<file path="config.mk">
export PLATFORM = sky130hd
export DESIGN_NAME = ea_actor_ctrl
export DESIGN_NICKNAME = d
export VERILOG_FILES = /design/src/rtl/ea_actor_pkg.sv /design/src/rtl/ea_tick_timer.sv /design/src/rtl/ea_actor_fsm.sv /design/src/rtl/ea_actor_ctrl.sv
export SDC_FILE = /design/constraint.sdc
export NUM_CORES = 1
export LEC_CHECK = 0
export ABC_AREA = 0
export BUFFER_PORTS_ARGS = -buffer_cell sky130_fd_sc_hd__buf_4
export CORE_MARGIN = 2
export CORE_UTILIZATION = 50
export DETAILED_ROUTE_END_ITERATION = 16
export GPL_TIMING_DRIVEN = 0
export PLACE_DENSITY = 0.75
export SYNTH_ARGS = -nofsm -noshare
export SYNTH_HDL_FRONTEND = slang
export SYNTH_HIERARCHICAL = 1
export SYNTH_SLANG_ARGS = --single-unit
</file>
<file path="constraint.sdc">
create_clock -name clk -period 3.4 [get_ports clk]
set_clock_uncertainty 0.05 [all_clocks]
set_input_delay 0.85 -clock clk [delete_from_list [all_inputs] [get_ports clk]]
set_output_delay 0.85 -clock clk [all_outputs]
set_load 0.01 [all_outputs]
</file>
<file path="src/rtl/ea_actor_pkg.sv">
package ea_actor_pkg;

    typedef enum logic [2:0] {
        ST_IDLE     = 3'd0,
        ST_WAIT_DL  = 3'd1,
        ST_WAIT_RDY = 3'd2,
        ST_ARMED    = 3'd3,
        ST_HOLD     = 3'd4
    } act_state_e;

    typedef enum logic [1:0] {
        RUN_BOUNDED  = 2'b00,
        RUN_FREE     = 2'b01,
        RUN_TERMINAL = 2'b10,
        RUN_FREE_ALT = 2'b11
    } run_mode_e;

    typedef struct packed {
        logic get_in;
        logic spu_go;
        logic publish;
        logic miss;
    } act_strobes_t;

    localparam act_strobes_t STROBES_NONE = '{get_in: 1'b0, spu_go: 1'b0,
                                              publish: 1'b0, miss: 1'b0};

    // Maps the raw mode select to the state entered on an accepted start.
    function automatic act_state_e launch_state(input logic [1:0] sel);
        act_state_e nxt;
        unique case (run_mode_e'(sel))
            RUN_BOUNDED:  nxt = ST_WAIT_DL;
            RUN_TERMINAL: nxt = ST_ARMED;
            RUN_FREE:     nxt = ST_WAIT_RDY;
            RUN_FREE_ALT: nxt = ST_WAIT_RDY;
            default:      nxt = ST_WAIT_RDY;
        endcase
        return nxt;
    endfunction

    // True when the launch itself fires the compute strobes.
    function automatic logic launch_fires(input logic [1:0] sel);
        return run_mode_e'(sel) != RUN_TERMINAL;
    endfunction

endpackage

</file>
<file path="src/rtl/ea_tick_timer.sv">
module ea_tick_timer #(
    parameter int DL_W = 8
) (
    input  logic            clk,
    input  logic            rst_n,
    input  logic            restart,
    input  logic            tick,
    input  logic [DL_W-1:0] limit_in,
    output logic            expire
);
    localparam int CMP_W = DL_W + 1;
    localparam logic [DL_W-1:0] CNT_MAX = {DL_W{1'b1}};

    logic [DL_W-1:0] count_q;
    logic [DL_W-1:0] limit_q;
    logic [CMP_W-1:0] count_next_ext;
    logic            at_max;

    assign at_max         = (count_q == CNT_MAX);
    assign count_next_ext = {1'b0, count_q} + CMP_W'(1);

    // Captured limit for the current run
    always_ff @(posedge clk) begin
        if (!rst_n) begin
            limit_q <= '0;
        end else if (restart) begin
            limit_q <= limit_in;
        end
    end

    // Tick counter, cleared at a run start, saturating at the top
    always_ff @(posedge clk) begin
        if (!rst_n) begin
            count_q <= '0;
        end else if (restart) begin
            count_q <= '0;
        end else if (tick && !at_max) begin
            count_q <= count_q + DL_W'(1);
        end
    end

    // Expiry on the tick that brings the count up to the limit
    always_comb begin
        expire = 1'b0;
        if (tick && !restart) begin
            expire = (count_next_ext >= {1'b0, limit_q});
        end
    end

endmodule

</file>
<file path="src/rtl/ea_actor_fsm.sv">
module ea_actor_fsm
    import ea_actor_pkg::*;
(
    input  logic       clk,
    input  logic       rst_n,
    input  logic       start_evt,
    input  logic       trig_evt,
    input  logic       ready,
    input  logic [1:0] mode,
    input  logic       expire,
    output logic       timer_restart,
    output act_strobes_t strobes
);
    act_state_e state_q;
    act_state_e state_d;

    // State register
    always_ff @(posedge clk) begin
        if (!rst_n) begin
            state_q <= ST_IDLE;
        end else begin
            state_q <= state_d;
        end
    end

    // Next state and Mealy strobes
    always_comb begin
        state_d       = state_q;
        strobes       = STROBES_NONE;
        timer_restart = 1'b0;
        unique case (state_q)
            ST_IDLE: begin
                if (start_evt) begin
                    timer_restart = 1'b1;
                    state_d       = launch_state(mode);
                    if (launch_fires(mode)) begin
                        strobes.get_in = 1'b1;
                        strobes.spu_go = 1'b1;
                    end
                end
            end
            ST_WAIT_DL: begin
                if (expire) begin
                    state_d = ST_IDLE;
                    if (ready) strobes.publish = 1'b1;
                    else       strobes.miss    = 1'b1;
                end
            end
            ST_WAIT_RDY: begin
                if (ready) begin
                    strobes.publish = 1'b1;
                    state_d         = ST_IDLE;
                end
            end
            ST_ARMED: begin
                if (expire) begin
                    strobes.miss = 1'b1;
                    state_d      = ST_IDLE;
                end else if (trig_evt) begin
                    strobes.get_in = 1'b1;
                    strobes.spu_go = 1'b1;
                    state_d        = ST_HOLD;
                end
            end
            ST_HOLD: begin
                if (expire) begin
                    state_d = ST_IDLE;
                    if (ready) strobes.publish = 1'b1;
                    else       strobes.miss    = 1'b1;
                end
            end
            default: begin
                state_d = ST_IDLE;
            end
        endcase
    end

endmodule

</file>
<file path="src/rtl/ea_actor_ctrl.sv">
module ea_actor_ctrl
    import ea_actor_pkg::*;
#(
    parameter int DL_W = 8
) (
    input  logic            clk,
    input  logic            rst_n,
    input  logic            tick,
    input  logic            start_evt,
    input  logic            trig_evt,
    input  logic            ready,
    input  logic [1:0]      mode,
    input  logic [DL_W-1:0] deadline,
    output logic            get_input,
    output logic            start_spu,
    output logic            produce_output,
    output logic            deadline_violation
);
    logic         restart_w;
    logic         expire_w;
    act_strobes_t strobes_w;

    ea_tick_timer #(
        .DL_W (DL_W)
    ) u_timer (
        .clk      (clk),
        .rst_n    (rst_n),
        .restart  (restart_w),
        .tick     (tick),
        .limit_in (deadline),
        .expire   (expire_w)
    );

    ea_actor_fsm u_fsm (
        .clk           (clk),
        .rst_n         (rst_n),
        .start_evt     (start_evt),
        .trig_evt      (trig_evt),
        .ready         (ready),
        .mode          (mode),
        .expire        (expire_w),
        .timer_restart (restart_w),
        .strobes       (strobes_w)
    );

    assign get_input          = strobes_w.get_in;
    assign start_spu          = strobes_w.spu_go;
    assign produce_output     = strobes_w.publish;
    assign deadline_violation = strobes_w.miss;

endmodule

</file>
======== Word level (Yosys, flattened, before mapping) ========
Index checks and enable logic that the tools add are counted.
storage, ports and cells
  register bits after elaboration ......... 19
  input port bits ......................... 16
  output and inout port bits .............. 4
  word-level logic and storage cells ...... 51
cells by class
  add/sub/neg operators ................... 2
  order comparisons ....................... 1
  equal/unequal tests ..................... 13
  mux-type cells .......................... 21
  bitwise operators ....................... 1
  reduce and logical (&&, ||, !) cells .... 10
operators by type and width
  cell                                                 count
  2-to-1 mux 3 bit                                     5
  one-hot mux 3 bit (4 select lines)                   1
  2-to-1 mux 2 bit                                     5
  adder 8 x 1 -> 9 bit, second input constant          1
  >= comparator 9 x 8 -> 1 bit                         1
  one-hot mux 3 bit (3 select lines)                   1
  adder 8 x 1 -> 8 bit, second input constant          1
  equality test 8 bit, second input constant           1
  equality test 3 x 2 -> 1 bit, second input constant  2
  2-to-1 mux 1 bit                                     6
  inequality test 2 bit, second input constant         3
  OR reduction 2 bit                                   3
  equality test 2 bit, second input constant           2
  one-hot mux 1 bit (2 select lines)                   2
  one-hot mux 2 bit (2 select lines)                   1
  AND reduction 4 bit                                  1
  equality test 3 x 1 -> 1 bit, second input constant  1
  equality test 3 bit, second input constant           1
  logical NOT 3 bit                                    1
  inequality test 3 bit, second input constant         1
  equality test 2 x 1 -> 1 bit, second input constant  1
  logical AND 1 bit                                    2
  logical NOT 1 bit                                    2
  logical NOT 2 bit                                    1
  2 further kinds                                      2

======== Logic depth before layout (Yosys ltp) ========
  depth after elaboration ................. 7
  depth in mapped cells ................... 13
  depth with buffers taken out ............ 13

======== Cells and area by module ========
The synthesis kept the hierarchy.
by module, submodules not included
  module         instances  cells each  area an instance (um^2)  seq. area each (um^2)
  ea_tick_timer  1          108         960.9                    320.3
  ea_actor_fsm   1          39          287.8                    60.1

======== Worst setup path after synthesis ========
OpenSTA, ideal clock, no wires.
  path kind ............................... register to output
  start point ............................. register u_timer.count_q[0]
  end point ............................... output port produce_output
  arrival time ............................ 2.606 ns
  data required time ...................... 2.500 ns
  path slack .............................. -0.106 ns
  stages on the path, launching flop included .. 13
  path buffers ............................ 0
  path through ............................ dfxtp_1 > ha_1 > nand2_1 > nor2_1 > xor2_1 > ha_1 > and3_1 > nand4_1 > a311oi_1 > nand3b_1 > a21oi_1 > a31oi_1 > nor2b_1
on the way
  cells in the longest elaborated chain, start to end .. 5
RTL lines
  item                                RTL line             source
  start: declaration                  ea_tick_timer.sv:14  logic [DL_W-1:0] count_q;
  start signal: assignment            ea_tick_timer.sv:38  count_q <= count_q + DL_W'(1);
  adder 8 x 1 -> 9 bit                ea_tick_timer.sv:20  assign count_next_ext = {1'b0, count_q} + CMP_W'(1);
  net u_timer.count_next_ext[6]       ea_tick_timer.sv:16  logic [CMP_W-1:0] count_next_ext;
  >= comparator 9 x 8 -> 1 bit        ea_tick_timer.sv:46  expire = (count_next_ext >= {1'b0, limit_q});
  2-to-1 mux 1 bit                    ea_tick_timer.sv:45  if (tick && !restart) begin
  net expire_w                        ea_actor_ctrl.sv:20  logic expire_w;
  2-to-1 mux 2 bit                    ea_actor_fsm.sv:66   if (expire) begin
  one-hot mux 1 bit (2 select lines)  ea_actor_fsm.sv:31   unique case (state_q)
  end: declaration                    ea_actor_ctrl.sv:16  output logic produce_output,
The timed path passes the listed nets, and every way through them passes these cells.

======== Worst setup path after layout ========
  start point ............................. register u_timer.count_q[5]
  end point ............................... output port produce_output
The elaborated chain is that of the path after synthesis.

==> out/results.txt <==
status: finished with violations
failing checks: setup timing
DRT Pass-1 Iters: 4
CTS Sinks: 19
NetSw: 154 µW
total die area: 2910 µm²
most frequent cells in the layout: buf_4 (34), nor2b_1 (12), dfxtp_1 (12), nor2_1 (11)
ant diodes: 0
RSZ-0062 raised after global routing: yes
TritonCTS clock tree: yes
Netlist Area Pre-Place: 1250 µm²
Worst slew margin: 72.7%
sw frac: 29.7%
DR vias: 1164
fmax: 0.284 GHz
Peak VDD IR: 0.000322 V
Final Hold Viols: 0
number of port buffers: 19
clock power share: 21.8%
Root Buffer: clkbuf_4
WP data required: 2.50 ns
clk buf depth: 2
share of post-route cells with drive strength above 1: 37.2%
post-DP HPWL: 1850 µm
CTS H-tree depth: 1
First DRT Iteration DRCs: 26
Setup crit end kind: primary output
Total Wirelength: 2950 µm
# fillers: 184
P_int: 364 µW
gpl congestion: 0.828
number of routed nets with antenna violations: 0
Post-synth EDFFs: 0
post-synthesis cell type count: 37
endpoints failing setup: 3
antenna violations before repair: 0
FFs w/ async S/R, synth: 0%
register area share after synthesis: 30.5%
clock transition at the registers of the reported paths: 0.11 ns
HP Class: flip-flop to flip-flop
Critical path buffers and inverters: 1
grt met2 use: 42.5%
global-route wire length before repair: 4750 µm
Die Width: 54.0 µm
slowest CP cell: dfxtp_2
placed inst area: 1440 µm²
Most used DFF post-synth: dfxtp_1
Tcrit/Tclk final: 103%
global-route layer with the greatest usage: met2
Layout area overhead: 37.3%
GRT met3 Usage: 3.61%
minimum hold slack: 0.478 ns
Final Core Density: 71.1%
met1 Use GR: 25.6%
worst-path fanout max: 5
Layout Cells excl Fill: 213
Worst Setup Start Kind: flip-flop
Largest stage delay, worst path: 0.44 ns
fin crit period: 3.52 ns
Worst Max-Slew Pin Slew: 0.410 ns
design area: 1710 µm²
# placed instances: 196
vias per cell: 5.46
number of cell rows: 18
CTS buffer count: 3
mean post-synth cell area: 8.49 µm²
Syn Inst Count: 147
Leak Pwr: 0.000729 µW
CP cell instances: nand4_4 -> nor2_4 -> xor2_1 -> ha_1 -> and3_1 -> nand4_1 -> a311oi_4 -> nand3b_1 -> a21oi_2 -> a31oi_1 -> nor2b_1 -> buf_4
Seq pwr share: 47.2%
Ys Warns: 6
largest net degree at the start of global routing: 14
number of global-route vias before repair: 1100
# Max-Cap Violations: 0
Critical Path AT: 2.62 ns
hold-fix buffers at CTS: 0
total nets after synthesis: 172
Initial Util: 51.8%
Final Slew Violations: 0
CORE AREA: 2410 µm²
GRT Total Usage: 22.6%
FF+latch count, synth: 19
total global routing overflow: 0
Largest delay share family, worst path: simple AND/OR/NAND/NOR gates
layout net count: 209
clk_lat worst skew: 0.29 ns
DRC violations left: 0
wire per inst: 13.9 µm
height of the die: 54.0 µm
Cell Pwr Density: 302 nW/µm²
most common cell after layout, fill and taps aside: buf_4
Ports: 20
path type of the worst setup path: flip-flop to primary output
Worst Slack Setup Final: -0.118 ns
Logic pwr share: 31.0%
logic make-up after synthesis:
logic type	count (synthesis)	synth area share, %
buffers and inverters	18	7.11
multiplexers	10	8.02
flip-flops	19	30.5
adder cells (fa/ha/maj)	9	9.02
AO/OA/AOI/OAI	24	12.7
XOR/XNOR	9	6.31
AND/OR/NAND/NOR	58	26.4
final timing paths:
check | startpoint | end | slack [ns] | cells past startpoint
worst max-delay path | u_timer/count_q[5] | produce_output | -0.12 | 12
worst max register to register | u_timer/count_q[5] | u_fsm/state_q[0] | 0.44 | 13
worst min-delay path | u_timer/limit_q[1] | u_timer/limit_q[1] | 0.48 | 2
worst min register to register | u_timer/limit_q[1] | u_timer/limit_q[1] | 0.48 | 2
sequential cells by signal, summed over array words and instances (netlist names):
register / count
u_timer/count_q: 8
u_fsm/state_q: 3
u_timer/limit_q: 8
worst register-to-register path, cell delays in order (launching register included):
cell and delay, ns:
dfxtp_2 0.44, nand4_4 0.18, nor2_4 0.17, xor2_1 0.10
ha_1 0.31, and3_1 0.16, nand4_1 0.15, a311oi_4 0.29
buf_4 0.18, buf_4 0.12, o21a_1 0.12, a21oi_1 0.05
a311oi_1 0.34, mux2i_1 0.23
area by class of cell:
type / count / area [µm²] / area share [%]
timing repair buffer: 32 / 240 / 14.0
inverter: 10 / 37.5 / 2.19
clock buffer: 4 / 26.3 / 1.53
tap: 30 / 37.5 / 2.19
multi-input combinational: 110 / 918 / 53.6
sequential: 19 / 399 / 23.3
buffer: 8 / 55.1 / 3.21
stage by stage:
| stage | total power (µW) | TNS, ns | worst slack [ns] |
|---|---|---|---|
| after floorplan | 342 | 0 | 0.0886 |
| after global placement | 378 | -0.310 | -0.216 |
| after detailed placement | 383 | -0.533 | -0.293 |
| after CTS | 512 | -0.109 | -0.0735 |
| after global routing | 550 | -0.764 | -0.269 |
| final | 518 | -0.216 | -0.118 |
synthesized netlist by cell type, types with 2 or more instances:
master,instances,area (µm²)
dfxtp_1,19,380
nor2_1,13,48.8
nor2b_1,12,75.1
a21oi_1,10,50.1
inv_1,10,37.5
mux2i_1,10,100
ha_1,9,113
xor2_1,7,61.3
nand2_1,6,22.5
nand3_1,5,25.0
nand2b_1,4,25.0
and3_1,3,18.8
buf_4,3,22.5
nor3_1,3,15.0
a311oi_1,2,17.5
and2_1,2,12.5
clkbuf_1,2,7.51
nand3b_1,2,15.0
nand4_1,2,12.5
nor3b_1,2,15.0
o211ai_1,2,15.0
o21a_1,2,15.0
o21ai_0,2,10.0
xnor2_1,2,17.5
power groups by stage:
stage                     logic [µW]  clock network (µW)  registers (µW)
after CTS                        149                 118             245
after floorplan                 94.7                   0             248
after global routing             178                 127             246
final                            161                 113             244
after detailed placement         133                   0             250
after global placement           129                   0             249
what timing repair did:
| item | in CTS | in global routing |
|---|---|---|
| pin swaps | 13 | 9 |
| resized for setup | 23 | 13 |
| setup buffers | 9 | 4 |
| endpoints found under the setup margin | 4 | 4 |
layer usage:
| metal | part of all wire [%] | routed length, µm |
|---|---|---|
| met1 | 41 | 1210 |
| met2 | 53 | 1580 |
| met3 | 3.8 | 112 |
| met4 | 1.7 | 51 |
| met5 | 0 | 0 |
Note: power is estimated with default switching activity, not from simulation.
